File: config.mk
export PLATFORM = sky130hd
export DESIGN_NAME = rv32i_subset_decoder
export DESIGN_NICKNAME = d
export VERILOG_FILES = /design/src/rtl/rvd_pkg.sv /design/src/rtl/rvd_fields.sv /design/src/rtl/rvd_op_dec.sv /design/src/rtl/rvd_imm_gen.sv /design/src/rtl/rv32i_subset_decoder.sv
export SDC_FILE = /design/constraint.sdc
export NUM_CORES = 1
export LEC_CHECK = 0
export BUFFER_PORTS_ARGS = -buffer_cell sky130_fd_sc_hd__buf_2
export CAP_MARGIN = 30
export CORE_MARGIN = 2
export CORE_UTILIZATION = 41
export DETAILED_ROUTE_END_ITERATION = 7
export MAX_ROUTING_LAYER = met4
export PLACE_DENSITY = 0.9
export SLEW_MARGIN = 40
export SYNTH_ARGS = -nofsm -noshare
export SYNTH_HDL_FRONTEND = slang
export SYNTH_HIERARCHICAL = 1
export SYNTH_SLANG_ARGS = --single-unit
File: constraint.sdc
create_clock -name vclk -period 5.85
set_input_delay 0.585 -clock vclk [all_inputs]
set_output_delay 0.585 -clock vclk [all_outputs]
set_load 0.005 [all_outputs]
File: src/rtl/rvd_pkg.sv
package rvd_pkg;
  localparam int ILEN  = 32;
  localparam int REG_W = 5;
  localparam int OPC_W = 7;
  localparam int F3_W  = 3;
  localparam int OP_W  = 4;

  typedef enum logic [OP_W-1:0] {
    OP_JAL, OP_JALR, OP_LB, OP_LH, OP_LW, OP_LBU, OP_LHU,
    OP_SB, OP_SH, OP_SW, OP_ADDI, OP_SLTI, OP_SLTIU, OP_XORI, OP_ORI, OP_ANDI
  } op_e;

  typedef enum logic [1:0] {FMT_NONE, FMT_I, FMT_S, FMT_J} fmt_e;

  localparam logic [OPC_W-1:0] OPC_JAL    = 7'b1101111;
  localparam logic [OPC_W-1:0] OPC_JALR   = 7'b1100111;
  localparam logic [OPC_W-1:0] OPC_LOAD   = 7'b0000011;
  localparam logic [OPC_W-1:0] OPC_STORE  = 7'b0100011;
  localparam logic [OPC_W-1:0] OPC_OPIMM  = 7'b0010011;

  localparam logic CAUSE_OPCODE = 1'b0;
  localparam logic CAUSE_FUNCT3 = 1'b1;
endpackage

File: src/rtl/rvd_fields.sv
module rvd_fields
  import rvd_pkg::*;
#(
  parameter int IW = ILEN,
  parameter int RW = REG_W
) (
  input  logic [IW-1:0]    instr_i,
  output logic [OPC_W-1:0] opcode_o,
  output logic [F3_W-1:0]  funct3_o,
  output logic [RW-1:0]    rd_o,
  output logic [RW-1:0]    rs1_o,
  output logic [RW-1:0]    rs2_o
);
  localparam int RD_LO  = OPC_W;
  localparam int F3_LO  = RD_LO + RW;
  localparam int RS1_LO = F3_LO + F3_W;
  localparam int RS2_LO = RS1_LO + RW;

  assign opcode_o = instr_i[OPC_W-1:0];
  assign rd_o     = instr_i[RD_LO +: RW];
  assign funct3_o = instr_i[F3_LO +: F3_W];
  assign rs1_o    = instr_i[RS1_LO +: RW];
  assign rs2_o    = instr_i[RS2_LO +: RW];

  logic unused_hi;
  assign unused_hi = ^instr_i[IW-1:RS2_LO+RW];
endmodule

File: src/rtl/rvd_op_dec.sv
module rvd_op_dec
  import rvd_pkg::*;
(
  input  logic [OPC_W-1:0] opcode_i,
  input  logic [F3_W-1:0]  funct3_i,
  output op_e              op_o,
  output fmt_e             fmt_o,
  output logic             illegal_o,
  output logic             cause_o
);
  always_comb begin
    op_o      = OP_JAL;
    fmt_o     = FMT_NONE;
    illegal_o = 1'b0;
    cause_o   = CAUSE_OPCODE;
    unique case (opcode_i)
      OPC_JAL: begin
        op_o  = OP_JAL;
        fmt_o = FMT_J;
      end
      OPC_JALR: begin
        fmt_o = FMT_I;
        if (funct3_i == 3'b000) op_o = OP_JALR;
        else illegal_o = 1'b1;
      end
      OPC_LOAD: begin
        fmt_o = FMT_I;
        case (funct3_i)
          3'b000:  op_o = OP_LB;
          3'b001:  op_o = OP_LH;
          3'b010:  op_o = OP_LW;
          3'b100:  op_o = OP_LBU;
          3'b101:  op_o = OP_LHU;
          default: illegal_o = 1'b1;
        endcase
      end
      OPC_STORE: begin
        fmt_o = FMT_S;
        case (funct3_i)
          3'b000:  op_o = OP_SB;
          3'b001:  op_o = OP_SH;
          3'b010:  op_o = OP_SW;
          default: illegal_o = 1'b1;
        endcase
      end
      OPC_OPIMM: begin
        fmt_o = FMT_I;
        case (funct3_i)
          3'b000:  op_o = OP_ADDI;
          3'b010:  op_o = OP_SLTI;
          3'b011:  op_o = OP_SLTIU;
          3'b100:  op_o = OP_XORI;
          3'b110:  op_o = OP_ORI;
          3'b111:  op_o = OP_ANDI;
          default: illegal_o = 1'b1;
        endcase
      end
      default: illegal_o = 1'b1;
    endcase
    // known opcode with a bad selector: funct3 cause, no immediate
    if (illegal_o && fmt_o != FMT_NONE) begin
      cause_o = CAUSE_FUNCT3;
      fmt_o   = FMT_NONE;
    end
  end
endmodule

File: src/rtl/rvd_imm_gen.sv
module rvd_imm_gen
  import rvd_pkg::*;
#(
  parameter int IW = ILEN
) (
  input  logic [IW-1:OPC_W] instr_i,
  input  fmt_e              fmt_i,
  output logic [IW-1:0]     imm_o
);
  localparam int I_W = 12;
  localparam int J_W = 21;

  logic [IW-1:0] imm_i, imm_s, imm_j;

  assign imm_i = {{(IW-I_W){instr_i[IW-1]}}, instr_i[31:20]};
  assign imm_s = {{(IW-I_W){instr_i[IW-1]}}, instr_i[31:25], instr_i[11:7]};
  assign imm_j = {{(IW-J_W){instr_i[IW-1]}}, instr_i[31], instr_i[19:12],
                  instr_i[20], instr_i[30:21], 1'b0};

  always_comb begin
    unique case (fmt_i)
      FMT_I:   imm_o = imm_i;
      FMT_S:   imm_o = imm_s;
      FMT_J:   imm_o = imm_j;
      default: imm_o = '0;
    endcase
  end
endmodule

File: src/rtl/rv32i_subset_decoder.sv
module rv32i_subset_decoder
  import rvd_pkg::*;
(
  input  logic [31:0] instr_i,
  output logic [3:0]  op_o,
  output logic [4:0]  rd_o,
  output logic [4:0]  rs1_o,
  output logic [4:0]  rs2_o,
  output logic [31:0] imm_o,
  output logic        illegal_o,
  output logic        illegal_cause_o
);
  logic [OPC_W-1:0] opcode;
  logic [F3_W-1:0]  funct3;
  op_e              op;
  fmt_e             fmt;

  rvd_fields #(.IW(ILEN), .RW(REG_W)) u_fields (
    .instr_i  (instr_i),
    .opcode_o (opcode),
    .funct3_o (funct3),
    .rd_o     (rd_o),
    .rs1_o    (rs1_o),
    .rs2_o    (rs2_o)
  );

  rvd_op_dec u_op_dec (
    .opcode_i  (opcode),
    .funct3_i  (funct3),
    .op_o      (op),
    .fmt_o     (fmt),
    .illegal_o (illegal_o),
    .cause_o   (illegal_cause_o)
  );

  rvd_imm_gen #(.IW(ILEN)) u_imm_gen (
    .instr_i (instr_i[ILEN-1:OPC_W]),
    .fmt_i   (fmt),
    .imm_o   (imm_o)
  );

  assign op_o = op;

  always_comb begin
    if (illegal_o) begin
      a_r11_imm_zero: assert (imm_o == '0);
    end
    if (opcode != OPC_JAL && opcode != OPC_JALR && opcode != OPC_LOAD &&
        opcode != OPC_STORE && opcode != OPC_OPIMM) begin
      a_r7_opcode_cause: assert (illegal_o && illegal_cause_o == CAUSE_OPCODE);
    end
    if (!illegal_o && op == OP_JAL) begin
      a_r10_j_even: assert (imm_o[0] == 1'b0 &&
                            (imm_o[31:20] == '0 || imm_o[31:20] == '1));
    end
    if (!illegal_o && fmt == FMT_I) begin
      a_r8_i_sext: assert (imm_o[31:11] == '0 || imm_o[31:11] == '1);
    end
    if (!illegal_o && op == OP_JALR) begin
      a_r3_jalr_f3: assert (funct3 == 3'b000);
    end
    if (!illegal_o && opcode == OPC_OPIMM) begin
      a_r6_no_shift: assert (funct3 != 3'b001 && funct3 != 3'b101);
    end
  end
endmodule

==> results_dict.tcl, run 1 <==
set metrics [dict create \
    outcome "complete, no violations" \
    worst_hold_path_type "in -> out" \
    antenna_left 0 \
    grt_setup_unrepaired "false" \
    post_drt_wl_per_cell_um 11.9 \
    cts-hold-fix-buffers 0 \
    fin_tns_setup_ps 0 \
    residual_drc_count 0 \
    routabilityCongestion 0.815 \
    setup_slack_ps 2650 \
    area_share_of_fa_ha_maj_cells_after_synthesis_pct 0 \
    floorplan.rows 16 \
    highest_cell_delay_on_the_worst_timing_path_ps 410 \
    p_leak_uw 0.000604 \
    hold_viol_final 0 \
    dieHeight_um 49.7 \
    first_global_vias 767 \
    pin_count_of_the_biggest_net_entering_global_routing 15 \
    synth-compound-area-share_pct 24.3 \
    postLayoutCellArea_mm2 0.00101 \
    worstPathRequired_ps 5270 \
    die_w_um 49.7 \
    min_delay_path_depth 2 \
    fraction_of_layout_instances_using_a_drive_strength_above_1_pct 54.8 \
    ys_seq_area_share_pct 0 \
    post_cts_buffers 0 \
    regArea_um2 0 \
    timing.critical_path.max_delay_family "simple AND/OR/NAND/NOR gates" \
    placed_cell_area_mm2 0.00101 \
    detailedRoute.firstIterationViolations 17 \
    finish.net_count 200 \
    yosys_warnings 6 \
    via_count 941 \
    period_needed_ps 3200 \
    syn-instance-count 123 \
    path_buf_inv 2 \
    place.detailed.hpwl_um 1850 \
    area_delta_synth_final_pct 18.7 \
    ctsResizeCount 0 \
    boundaryPins 85 \
    drt_first_pass_iters 4 \
    fin_crit_sh_pct 54.6 \
    hold_crit_start "instr_i[19]" \
    critical_path_peak_fanout 12 \
    arrival_ps 2610 \
    global_route.peak_usage_layer "met2" \
    worst_hold_path.endpoint "rs1_o[4]" \
    post_synth_instance_area_um2 855 \
    ir_drop_v 0.0000190 \
    grt_pass1_wl_um 3350 \
    max_freq_mhz 313 \
    critical-path-top-cell-by-count "buf_2" \
    met1_usage_in_global_routing_pct 19.0 \
    synthMuxAreaShare_pct 12.9 \
    placeableCoreArea_mm2 0.00196 \
    setup_viol 0 \
    design.seq.count 0 \
    maxSlewHeadroom_pct 65.4 \
    post_synth_and_or_nand_nor_area_fraction_pct 25.0 \
    worst_pin_slew_ps 515 \
    pre_cts_slack_ps 2640 \
    synth_nets 155 \
    totalWireLength_um 2290 \
    syn_area_per_cell_um2 6.95 \
    crit_type "in -> out" \
    p_total_uw 45.0 \
    numPortBuffers 85 \
    power_density_mw_per_mm2 44.4 \
    combinational_family_with_the_most_area_after_synthesis "buffers and inverters" \
    post_synth_num_cell_types 33 \
    max_transition_viols_final 0 \
    fin_util_pct 51.7 \
    clockBufferCount 0 \
    type_of_destination_of_the_critical_path "primary output" \
    yosys.area_share.xor_xnor_pct 1.02 \
    max_cap_viol_count 0 \
    fp.dieArea_mm2 0.00247 \
    start_kind "input pin" \
    slowest_stage "nor4_2" \
    antenna_cells 0 \
    total_congestion_overflow_after_global_routing 0 \
    initial_core_utilization_pct 43.6 \
    cp_cell_sequence "buf_2, or2_4, nor4_2, a32oi_1, and2_1, nor2_1, and2b_1, buf_2" \
    antenna_violations_before_repair 0 \
    routed_via_density 4.88 \
    gr-usage-met2_pct 31.6 \
    grtUsageTotal_pct 16.5 \
    grt_util_met3_pct 2.12 \
]
[Yosys cell counts, types with 2 or more instances]
master	instances	area, µm²
a21oi_1	4	20.0
a22o_1	6	52.6
a32o_1	2	20.0
and2b_1	7	52.6
buf_2	2	10.0
buf_4	36	270
clkbuf_1	4	15.0
inv_1	2	7.51
mux2i_1	11	110
nand2_1	4	15.0
nand2b_1	2	12.5
nand3_1	2	10.0
nor2_1	5	18.8
nor2b_1	2	12.5
nor3_1	3	15.0
o21ai_0	14	70.1
[final cells by class]
class                           instances  area, µm²
Fill cell                             208        947
Inverter                                2       7.51
Timing Repair Buffer                   86        433
Tap cell                               27       33.8
Multi-Input combinational cell         78        541
[logic make-up after synthesis]
group	count (synthesis)
buf+inv	45
simple gates	34
mux	11
xor+xnor	1
compound gates	32
[worst max-delay path by stage]
stage | startpoint | end | depth (start not counted)
6_report | instr_i[2] | imm_o[27] | 8
5_1_grt | instr_i[2] | imm_o[27] | 8
4_1_cts | instr_i[2] | imm_o[27] | 8
3_5_place_dp | instr_i[2] | imm_o[27] | 8
3_3_place_gp | instr_i[2] | imm_o[31] | 8
2_1_floorplan | instr_i[2] | imm_o[21] | 9
[through the flow]
stage / hold WS (ps) / instances
6_report: 1350 / 193
5_1_grt: 1360 / 193
4_1_cts: 1350 / 193
3_5_place_dp: 1350 / 193
3_3_place_gp: 1350 / 193
2_1_floorplan: 1250 / 123
[where the power goes]
group,internal (µW),total [µW],switching [µW]
clock,0,0,0
sequential,0,0,0
combinational,22.1,45.0,22.9
[per-layer routing]
| metal | vias to the layer above | part of all wire (%) |
|---|---|---|
| met5 | - | 0 |
| met4 | 0 | 0 |
| met3 | 0 | 8.6 |
| met2 | 51 | 48 |
| met1 | 405 | 43 |
| li1 | 485 | - |
[placed cells by master, fill, tap and decap left out, drive strengths merged, types with 2 or more instances in the layout]
cell type,synthesis,final
nand2b,2,2
nor2,5,5
mux2i,11,11
a21oi,4,4
nand2,4,4
a32o,2,2
a22o,6,6
buf,39,86
o21ai,16,16
and2b,7,7
nor2b,3,3
inv,2,2
nand3,2,2
nor3,3,3
(Power assumes the default switching activity.)
==> run 2: changes to the inputs <==
Settings changed: CORE_UTILIZATION 41 to 34, PLACE_DENSITY 0.9 to 0.8.
Clock period 5.85 ns to 2.75 ns, I/O delays scaled along.
==> run 2 against run 1 <==
Compared with the run above:
- die area up 19%
- utilization fell by 9.5 points
- sequential share of layout area unchanged
- via count grew 2.7%
- flip-flop and latch count stayed put
- critical path depth did not move
- non-clock buffer count increased by 1
- largest cell class unchanged
- largest power group unchanged
==> results_dict.tcl, run 2 (synthesized netlist as in run 1, its figures left out) <==
set metrics [dict create \
    outcome "complete, no violations" \
    worst_hold_slack_ps 731 \
    boundaryPins 85 \
    setup_viol 0 \
    numPortBuffers 85 \
    via_count 966 \
    routabilityCongestion 0.799 \
    cts-hold-fix-buffers 0 \
    routed_via_density 4.90 \
    antenna_left 0 \
    ir_drop_v 0.0000407 \
    max_freq_mhz 411 \
    ctsResizeCount 0 \
    fraction_of_layout_instances_using_a_drive_strength_above_1_pct 55.1 \
    maxSlewHeadroom_pct 70.6 \
    dieHeight_um 54.1 \
    arrival_ps 2160 \
    start_kind "input pin" \
    initial_core_utilization_pct 35.1 \
    antenna_cells 0 \
    finish.net_count 201 \
    worstPathRequired_ps 2480 \
    grt_setup_unrepaired "false" \
    worst_hold_path_type "in -> out" \
    max_cap_viol_count 0 \
    design.seq.count 0 \
    clockBufferCount 0 \
    grtUsageTotal_pct 12.6 \
    p_leak_uw 0.000608 \
    layout_commonest_cell "buf_2" \
    detailedRoute.firstIterationViolations 31 \
    cp-startpoint "instr_i[2]" \
    floorplan.rows 18 \
    critical_path_peak_fanout 12 \
    first_global_vias 657 \
    drt_first_pass_iters 4 \
    die_w_um 54.1 \
    regArea_um2 0 \
    power_density_mw_per_mm2 92.7 \
    multi_input_gate_area_um2 541 \
    fin_tns_setup_ps 0 \
    pre_cts_slack_ps 275 \
    area_delta_synth_final_pct 20.1 \
    hold_viol_final 0 \
    type_of_destination_of_the_critical_path "primary output" \
    n_fill_cell 283 \
    post_cts_buffers 0 \
    crit_type "in -> out" \
    post_drt_wl_per_cell_um 10.7 \
    antenna_violations_before_repair 0 \
    place.detailed.hpwl_um 1750 \
    placeableCoreArea_mm2 0.00243 \
    fin_crit_sh_pct 88.5 \
    hold_crit_start "instr_i[23]" \
    period_needed_ps 2430 \
    residual_drc_count 0 \
    max_transition_viols_final 0 \
    setup_slack_ps 315 \
    worst_pin_slew_ps 438 \
    total_congestion_overflow_after_global_routing 0 \
    fp.dieArea_mm2 0.00293 \
    mostFrequentLayoutCells "buf_2, o21ai_0, mux2i_1" \
    grt_pass1_wl_um 2840 \
    pin_count_of_the_biggest_net_entering_global_routing 15 \
    totalWireLength_um 2120 \
]
-- run 2: stage by stage --
| step | power (µW) | instance area (µm²) | std cells | utilization [%] |
|---|---|---|---|---|
| CTS | 95.7 | 1030 | 197 | 42.2 |
| global route | 108 | 1030 | 197 | 42.2 |
| floorplan | 76.3 | 855 | 123 | - |
| global placement | 94.8 | 1030 | 197 | 42.2 |
| finish | 95.1 | 1030 | 197 | 42.2 |
| detailed placement | 95.4 | 1030 | 197 | 42.2 |
-- run 2: path summary, 6_finish.rpt --
| path | end | cells past startpoint |
|---|---|---|
| hold / removal | rs2_o[3] | 2 |
| setup / recovery | imm_o[21] | 8 |
-- run 2: power by group --
| part | internal, µW | total, µW | switching (µW) |
|---|---|---|---|
| sequential | 0 | 0 | 0 |
| combinational | 47.5 | 95.1 | 47.6 |
| clock | 0 | 0 | 0 |
| total | 47.5 | 95.1 | 47.6 |
-- run 2: critical path, stage by stage --
cell and delay [ps]:
buf_2 120, or2_4 270, or4_4 490, o21ai_2 70, and2_1 330, nor2_1 100
and2b_1 340, buf_2 160
-- run 2: final cells by class --
type | count | area share, %
well taps | 30 | 3.66
multi-input cells | 78 | 52.7
repair buffers | 87 | 42.9
inverters | 2 | 0.732
-- run 2: per-layer routing --
| layer | track usage [%] | vias up | wire length, µm |
|---|---|---|---|
| li1 | - | 486 | - |
| met1 | 16.2 | 428 | 803 |
| met2 | 23.3 | 52 | 1100 |
| met3 | 0 | 0 | 210 |
| met4 | 0 | 0 | 0 |
| met5 | - | - | 0 |
